<file path="src/rtl/tmr_pkg.sv">
package tmr_pkg;
  localparam int BYTE_W = 8;
  localparam int PS_W   = 3;
  localparam int ADDR_W = 3;

  localparam logic [ADDR_W-1:0] A_CTRL    = 3'd0;
  localparam logic [ADDR_W-1:0] A_CNT_HI  = 3'd1;
  localparam logic [ADDR_W-1:0] A_CNT_LO  = 3'd2;
  localparam logic [ADDR_W-1:0] A_INIT_HI = 3'd3;
  localparam logic [ADDR_W-1:0] A_INIT_LO = 3'd4;
  localparam logic [ADDR_W-1:0] A_UNLOCK  = 3'd5;

  typedef enum logic [1:0] {
    COH_IDLE    = 2'd0,
    COH_WAIT_LO = 2'd1,
    COH_WAIT_HI = 2'd2
  } cohState_t;

  typedef struct packed {
    logic            reload;
    logic            run;
    logic [PS_W-1:0] psSel;
  } tmrStrobes_t;
endpackage

</file>
<file path="src/rtl/tmr_datapath.sv">
module tmr_datapath
  import tmr_pkg::*;
#(
  parameter int CNT_W = 2 * BYTE_W
) (
  input  logic             clk,
  input  logic             rstN,
  input  tmrStrobes_t      strb,
  input  logic [CNT_W-1:0] initVal,
  output logic [CNT_W-1:0] count
);
  localparam int DIV_W = (1 << PS_W) - 1;

  logic [DIV_W-1:0] divCnt;
  logic [DIV_W-1:0] divMask;
  logic             tick;

  always_comb begin
    for (int i = 0; i < DIV_W; i++) begin
      divMask[i] = (i < int'(strb.psSel));
    end
  end

  assign tick = (divCnt == divMask);

  always_ff @(posedge clk or negedge rstN) begin
    if (!rstN) begin
      count  <= '0;
      divCnt <= '0;
    end else if (strb.reload) begin
      count  <= initVal;
      divCnt <= '0;
    end else if (strb.run) begin
      if (tick) begin
        divCnt <= '0;
        count  <= (count == '1) ? initVal : count + 1'b1;
      end else begin
        divCnt <= divCnt + 1'b1;
      end
    end
  end

  p_reload_load_r8: assert property (@(posedge clk) disable iff (!rstN)
    strb.reload |=> (count == $past(initVal)));

  p_hold_when_stopped_r9: assert property (@(posedge clk) disable iff (!rstN)
    (!strb.run && !strb.reload) |=> $stable(count));

  p_wrap_to_init_r10: assert property (@(posedge clk) disable iff (!rstN)
    (strb.run && !strb.reload && tick && (count == '1)) |=> (count == $past(initVal)));

  p_no_step_without_tick_r2: assert property (@(posedge clk) disable iff (!rstN)
    (strb.run && !strb.reload && !tick) |=> $stable(count));
endmodule

</file>
<file path="src/rtl/tmr_ctrl.sv">
module tmr_ctrl
  import tmr_pkg::*;
#(
  parameter int CNT_W = 2 * BYTE_W
) (
  input  logic              clk,
  input  logic              rstN,
  input  logic              freeze,
  input  logic [ADDR_W-1:0] busAddr,
  input  logic              busWrEn,
  input  logic              busRdEn,
  input  logic [BYTE_W-1:0] busWrData,
  output logic [BYTE_W-1:0] busRdData,
  input  logic [CNT_W-1:0]  count,
  output logic [CNT_W-1:0]  initVal,
  output tmrStrobes_t       strb
);
  localparam int CTRL_PAD = BYTE_W - PS_W - 1;

  logic [PS_W-1:0]   psReg;
  logic              cntEn;
  logic              unlock;
  logic [CNT_W-1:0]  cohBuf;
  cohState_t         cohState;

  logic wrCtrl, wrCnt, rdHi, rdLo, clearCoh;

  assign wrCtrl   = busWrEn && (busAddr == A_CTRL);
  assign wrCnt    = busWrEn && ((busAddr == A_CNT_HI) || (busAddr == A_CNT_LO));
  assign rdHi     = busRdEn && (busAddr == A_CNT_HI);
  assign rdLo     = busRdEn && (busAddr == A_CNT_LO);
  assign clearCoh = wrCtrl || wrCnt;

  assign strb.reload = wrCnt;
  assign strb.run    = cntEn && !freeze;
  assign strb.psSel  = psReg;

  always_ff @(posedge clk or negedge rstN) begin
    if (!rstN) begin
      psReg   <= '0;
      cntEn   <= 1'b0;
      unlock  <= 1'b0;
      initVal <= '0;
    end else if (busWrEn) begin
      case (busAddr)
        A_CTRL: begin
          cntEn <= busWrData[PS_W];
          if (unlock) psReg <= busWrData[PS_W-1:0];
        end
        A_INIT_HI: initVal[CNT_W-1:BYTE_W] <= busWrData;
        A_INIT_LO: initVal[BYTE_W-1:0]     <= busWrData;
        A_UNLOCK:  unlock <= busWrData[0];
        default: ;
      endcase
    end
  end

  always_ff @(posedge clk or negedge rstN) begin
    if (!rstN) begin
      cohState <= COH_IDLE;
      cohBuf   <= '0;
    end else if (clearCoh) begin
      cohState <= COH_IDLE;
    end else if (!freeze) begin
      case (cohState)
        COH_IDLE: begin
          if (rdHi) begin
            cohState <= COH_WAIT_LO;
            cohBuf   <= count;
          end else if (rdLo) begin
            cohState <= COH_WAIT_HI;
            cohBuf   <= count;
          end
        end
        COH_WAIT_LO: if (rdLo) cohState <= COH_IDLE;
        COH_WAIT_HI: if (rdHi) cohState <= COH_IDLE;
        default:     cohState <= COH_IDLE;
      endcase
    end
  end

  logic [CNT_W-1:0] cntView;
  assign cntView = (cohState == COH_IDLE) ? count : cohBuf;

  always_comb begin
    case (busAddr)
      A_CTRL:    busRdData = {{CTRL_PAD{1'b0}}, cntEn, psReg};
      A_CNT_HI:  busRdData = cntView[CNT_W-1:BYTE_W];
      A_CNT_LO:  busRdData = cntView[BYTE_W-1:0];
      A_INIT_HI: busRdData = initVal[CNT_W-1:BYTE_W];
      A_INIT_LO: busRdData = initVal[BYTE_W-1:0];
      A_UNLOCK:  busRdData = {{(BYTE_W-1){1'b0}}, unlock};
      default:   busRdData = '0;
    endcase
  end

  p_ps_locked_r3: assert property (@(posedge clk) disable iff (!rstN)
    (busWrEn && (busAddr == A_CTRL) && !unlock) |=> $stable(psReg));

  p_hi_capture_r4: assert property (@(posedge clk) disable iff (!rstN)
    ((cohState == COH_IDLE) && rdHi && !freeze && !busWrEn)
      |=> ((cohState == COH_WAIT_LO) && (cohBuf == $past(count))));

  p_lo_capture_r5: assert property (@(posedge clk) disable iff (!rstN)
    ((cohState == COH_IDLE) && rdLo && !freeze && !busWrEn)
      |=> ((cohState == COH_WAIT_HI) && (cohBuf == $past(count))));

  p_freeze_coh_r9: assert property (@(posedge clk) disable iff (!rstN)
    (freeze && !busWrEn) |=> ($stable(cohState) && $stable(cohBuf)));

  p_write_clears_r7: assert property (@(posedge clk) disable iff (!rstN)
    (busWrEn && ((busAddr == A_CTRL) || (busAddr == A_CNT_HI) || (busAddr == A_CNT_LO)))
      |=> (cohState == COH_IDLE));
endmodule

</file>
<file path="src/rtl/coh_timer.sv">
module coh_timer
  import tmr_pkg::*;
(
  input  logic        clk,
  input  logic        rstN,
  input  logic        freeze,
  input  logic [2:0]  busAddr,
  input  logic        busWrEn,
  input  logic        busRdEn,
  input  logic [7:0]  busWrData,
  output logic [7:0]  busRdData
);
  localparam int CNT_W = 2 * BYTE_W;

  tmrStrobes_t      strb;
  logic [CNT_W-1:0] count;
  logic [CNT_W-1:0] initVal;

  tmr_ctrl #(.CNT_W(CNT_W)) u_ctrl (
    .clk       (clk),
    .rstN      (rstN),
    .freeze    (freeze),
    .busAddr   (busAddr),
    .busWrEn   (busWrEn),
    .busRdEn   (busRdEn),
    .busWrData (busWrData),
    .busRdData (busRdData),
    .count     (count),
    .initVal   (initVal),
    .strb      (strb)
  );

  tmr_datapath #(.CNT_W(CNT_W)) u_dp (
    .clk     (clk),
    .rstN    (rstN),
    .strb    (strb),
    .initVal (initVal),
    .count   (count)
  );
endmodule

</file>
<file path="config.mk">
export PLATFORM = sky130hd
export DESIGN_NAME = coh_timer
export DESIGN_NICKNAME = d
export VERILOG_FILES = /design/src/rtl/tmr_pkg.sv /design/src/rtl/tmr_datapath.sv /design/src/rtl/tmr_ctrl.sv /design/src/rtl/coh_timer.sv
export SDC_FILE = /design/constraint.sdc
export NUM_CORES = 1
export LEC_CHECK = 0
export BUFFER_PORTS_ARGS = -buffer_cell sky130_fd_sc_hd__buf_4
export CAP_MARGIN = 20
export CORE_MARGIN = 2
export CORE_UTILIZATION = 23
export CTS_BUF_LIST = sky130_fd_sc_hd__clkbuf_16
export CTS_CLUSTER_SIZE = 14
export DETAILED_ROUTE_END_ITERATION = 8
export HOLD_SLACK_MARGIN = 0.02
export PLACE_DENSITY_LB_ADDON = 0.1
export SLEW_MARGIN = 20
export SYNTH_ARGS = -nofsm -noshare
export SYNTH_HDL_FRONTEND = slang
export SYNTH_SLANG_ARGS = --single-unit
</file>
<file path="constraint.sdc">
create_clock -name clk -period 3.1 [get_ports clk]
set_input_delay 0.62 -clock clk [delete_from_list [all_inputs] [get_ports clk]]
set_output_delay 0.62 -clock clk [all_outputs]
set_load 0.01 [all_outputs]
</file>
==> summary.md <==
| Metric | Value |
|---|---|
| Critical path launch point type | `flop` |
| Largest net degree at the start of global routing | `63` |
| Yosys reg bits | `62` |
| RR Startpoint | `u_ctrl.psReg[2]` |
| Die area | `0.0170 mm2` |
| Maxcap violations | `0` |
| CP peak stage delay | `380 ps` |
| Vias per std cell | `4.96` |
| Area of the mapped netlist | `0.00367 mm2` |
| Fill cell count | `1673` |
| CP max FO | `17` |
| Hpwl dp | `8.42 mm` |
| Netlist cell types | `65` |
| Hold_buf cts | `0` |
| Final worst path period share | `86.5%` |
| Final Hold Vio Count | `0` |
| # setup viols final | `0` |
| Nets@finish | `419` |
| Slowest cell on crit path | `dfrtp_1` |
| Slew Limit Fails | `0` |
| Syn-to-layout area delta | `19.9%` |
| Worst slew margin | `42.4%` |
| Post-synth EDFFs | `0` |
| # DRC | `0` |
| ANT cells | `0` |
| Syn_area_per_cell | `9.76 um2` |
| Worst skew pair latency | `340 ps` |
| Initial core utilization | `23.4%` |
| Final min period | `2680 ps` |
| Seq/Total Area, Yosys | `42.3%` |
| Worst-path clk slew | `50 ps` |
| Row count | `46` |
| CP arrival | `2060 ps` |
| TritonCTS buffer count | `9` |
| Reg-to-Reg End | `u_dp.count[7]` |
| Syn Nets | `394` |
| Vias in the first global route | `3028` |
| Crit path capture type | `output port` |
| Most frequent cells in the layout | `dfrtp_1, mux2_2, nor2_1, nand2_1, buf_4` |
| DRT antenna net count | `0` |
| WL/cell | `18.6 um` |
| Setup Skew | `5.73 ps` |
| Worst min path class | `in -> async` |
| Core footprint | `0.0157 mm2` |
| Final Cell Area | `0.00440 mm2` |
| Req. time, crit path | `2480 ps` |
| Max H-tree Level | `3` |
| Via count | `3083` |
| Lkg Pwr | `1.76 nW` |
| CTS tree | `built` |
| Place WS | `456 ps` |
| Initial DRC Count | `188` |
| CTS max path bufs | `2` |
| Worst setup margin | `420 ps` |
| Total track usage | `14.6%` |
| Number of setup buffers added after CTS | `0` |
| Die Wd | `130 um` |
| PwrDens | `817 mW/mm2` |
| Initial DRT Pass Iterations | `4` |
| Post-CTS Resized | `0` |
| Top Ports | `24` |
| Cell count after synthesis | `376` |
| Least-Margin Pin Slew | `862 ps` |
| Internal reg-to-reg setup slack | `550 ps` |
| Detailed-route wire length | `11.6 mm` |
| GPL Wtd Cong | `0.763` |
| Root Buffer | `clkbuf_16` |
| Dpl cell area | `0.00410 mm2` |
| Crit-path cells | `nor2_1 > buf_4 > mux2_2 > a222oi_1 > o21ai_0 > buf_4` |
| # clock sinks | `62` |
| Critical path class | `reg -> out` |
| Port buffer count | `23` |
| Ys async rst share | `100%` |
| Unrepaired setup endpoints after global routing | `false` |
| Worst Reg-to-Reg Cells | `6` |
| Die H | `130 um` |
| Most common cell on crit path | `buf_4` |
| Grt ovf | `0` |
| Achievable Freq | `0.373 GHz` |
| Top FF cell, synth | `dfrtp_1` |
| Setup TNS | `0 ps` |
| Initial antenna violation count | `0` |
| First-pass GRT wire length | `18.2 mm` |
| Outcome | `finished, final reports clean` |
| Syn. warnings | `0` |
| Total power draw | `3.60 mW` |
| Share of cells above drive strength 1 | `25.7%` |
| Peak VDD IR | `0.318 mV` |
| Most common cell after layout, fill and taps aside | `dfrtp_1` |
==> report_power, final <==
group	internal, mW	total (mW)	switching [mW]
combinational	0.552	1.13	0.581
sequential	1.07	1.40	0.325
clock	0.691	1.06	0.373
==> how the worst max path moves through the flow <==
stage,slack [ps],cells past startpoint,endpoint,start
after CTS,370,6,busRdData[3],u_ctrl.cohState[1]
after floorplan,760,7,busRdData[6],u_ctrl.cohState[1]
after detailed placement,460,7,busRdData[3],busAddr[1]
after global routing,310,6,busRdData[3],u_ctrl.cohState[1]
final,420,6,busRdData[3],u_ctrl.cohState[1]
after global placement,490,7,busRdData[3],busAddr[2]
==> cell type report <==
cell class	count	area, um2	area share, %
Inverter	4	15.0	0.341
Tap cell	216	270	6.14
Clock buffer	9	225	5.12
Multi-Input combinational cell	289	2000	45.4
Sequential cell	62	1550	35.2
Clock inverter	6	78.8	1.79
Timing Repair Buffer	35	263	5.97
==> registers in the layout, summed over array words and instances (netlist names) <==
signal / cells
u_ctrl.cohBuf: 16
u_ctrl.initVal: 16
u_dp.count: 16
u_dp.divCnt: 7
u_ctrl.psReg: 3
u_ctrl.cohState: 2
u_ctrl.cntEn: 1
u_ctrl.unlock: 1
==> worst max-delay path, delay by kind of cell, from the launching register on <==
| family | cells | cell delay (ps) |
|---|---|---|
| buffers and inverters | 2 | 450 |
| AO/OA/AOI/OAI | 2 | 420 |
| flip-flops | 1 | 380 |
| multiplexers | 1 | 360 |
| AND/OR/NAND/NOR | 1 | 100 |
==> Yosys cell counts (all sizes together) (6+ instances only) <==
| library cell | instances | area [um2] |
|---|---|---|
| nor2 | 39 | 146 |
| nand2 | 37 | 139 |
| dfrtp | 62 | 1550 |
| buf | 10 | 62.6 |
| nand4 | 6 | 43.8 |
| a31oi | 7 | 43.8 |
| a21oi | 29 | 149 |
| nand3 | 11 | 55.1 |
| mux2i | 6 | 60.1 |
| clkbuf | 11 | 42.5 |
| o21ai | 24 | 124 |
| mux2 | 40 | 450 |
==> metal layers <==
metal	up-vias	routed length, um	share of wire [%]	global-route usage [%]
met4	0	197	1.7	5.07
li1	1444	-	-	-
met3	14	352	3.0	3.40
met5	-	0	0	0
met1	1576	5610	49	19.8
met2	49	5400	47	22.9
==> cell families after synthesis <==
group	count (synthesis)	share of synthesized area [%]
multiplexers	46	13.9
AND/OR/NAND/NOR	137	19.8
flip-flops	62	42.3
XOR/XNOR	6	1.43
AO/OA/AOI/OAI	98	18.6
adder cells (fa/ha/maj)	2	0.682
buffers and inverters	25	3.27
==> per-stage QoR <==
stage	hold WS (ps)	util, %	instances
3_3_place_gp	481	26.1	606
5_1_grt	436	28.0	621
3_5_place_dp	487	26.1	606
4_1_cts	418	28.0	621
2_1_floorplan	324	-	376
6_report	367	28.0	621
Note: power is estimated with default switching activity, not from simulation.
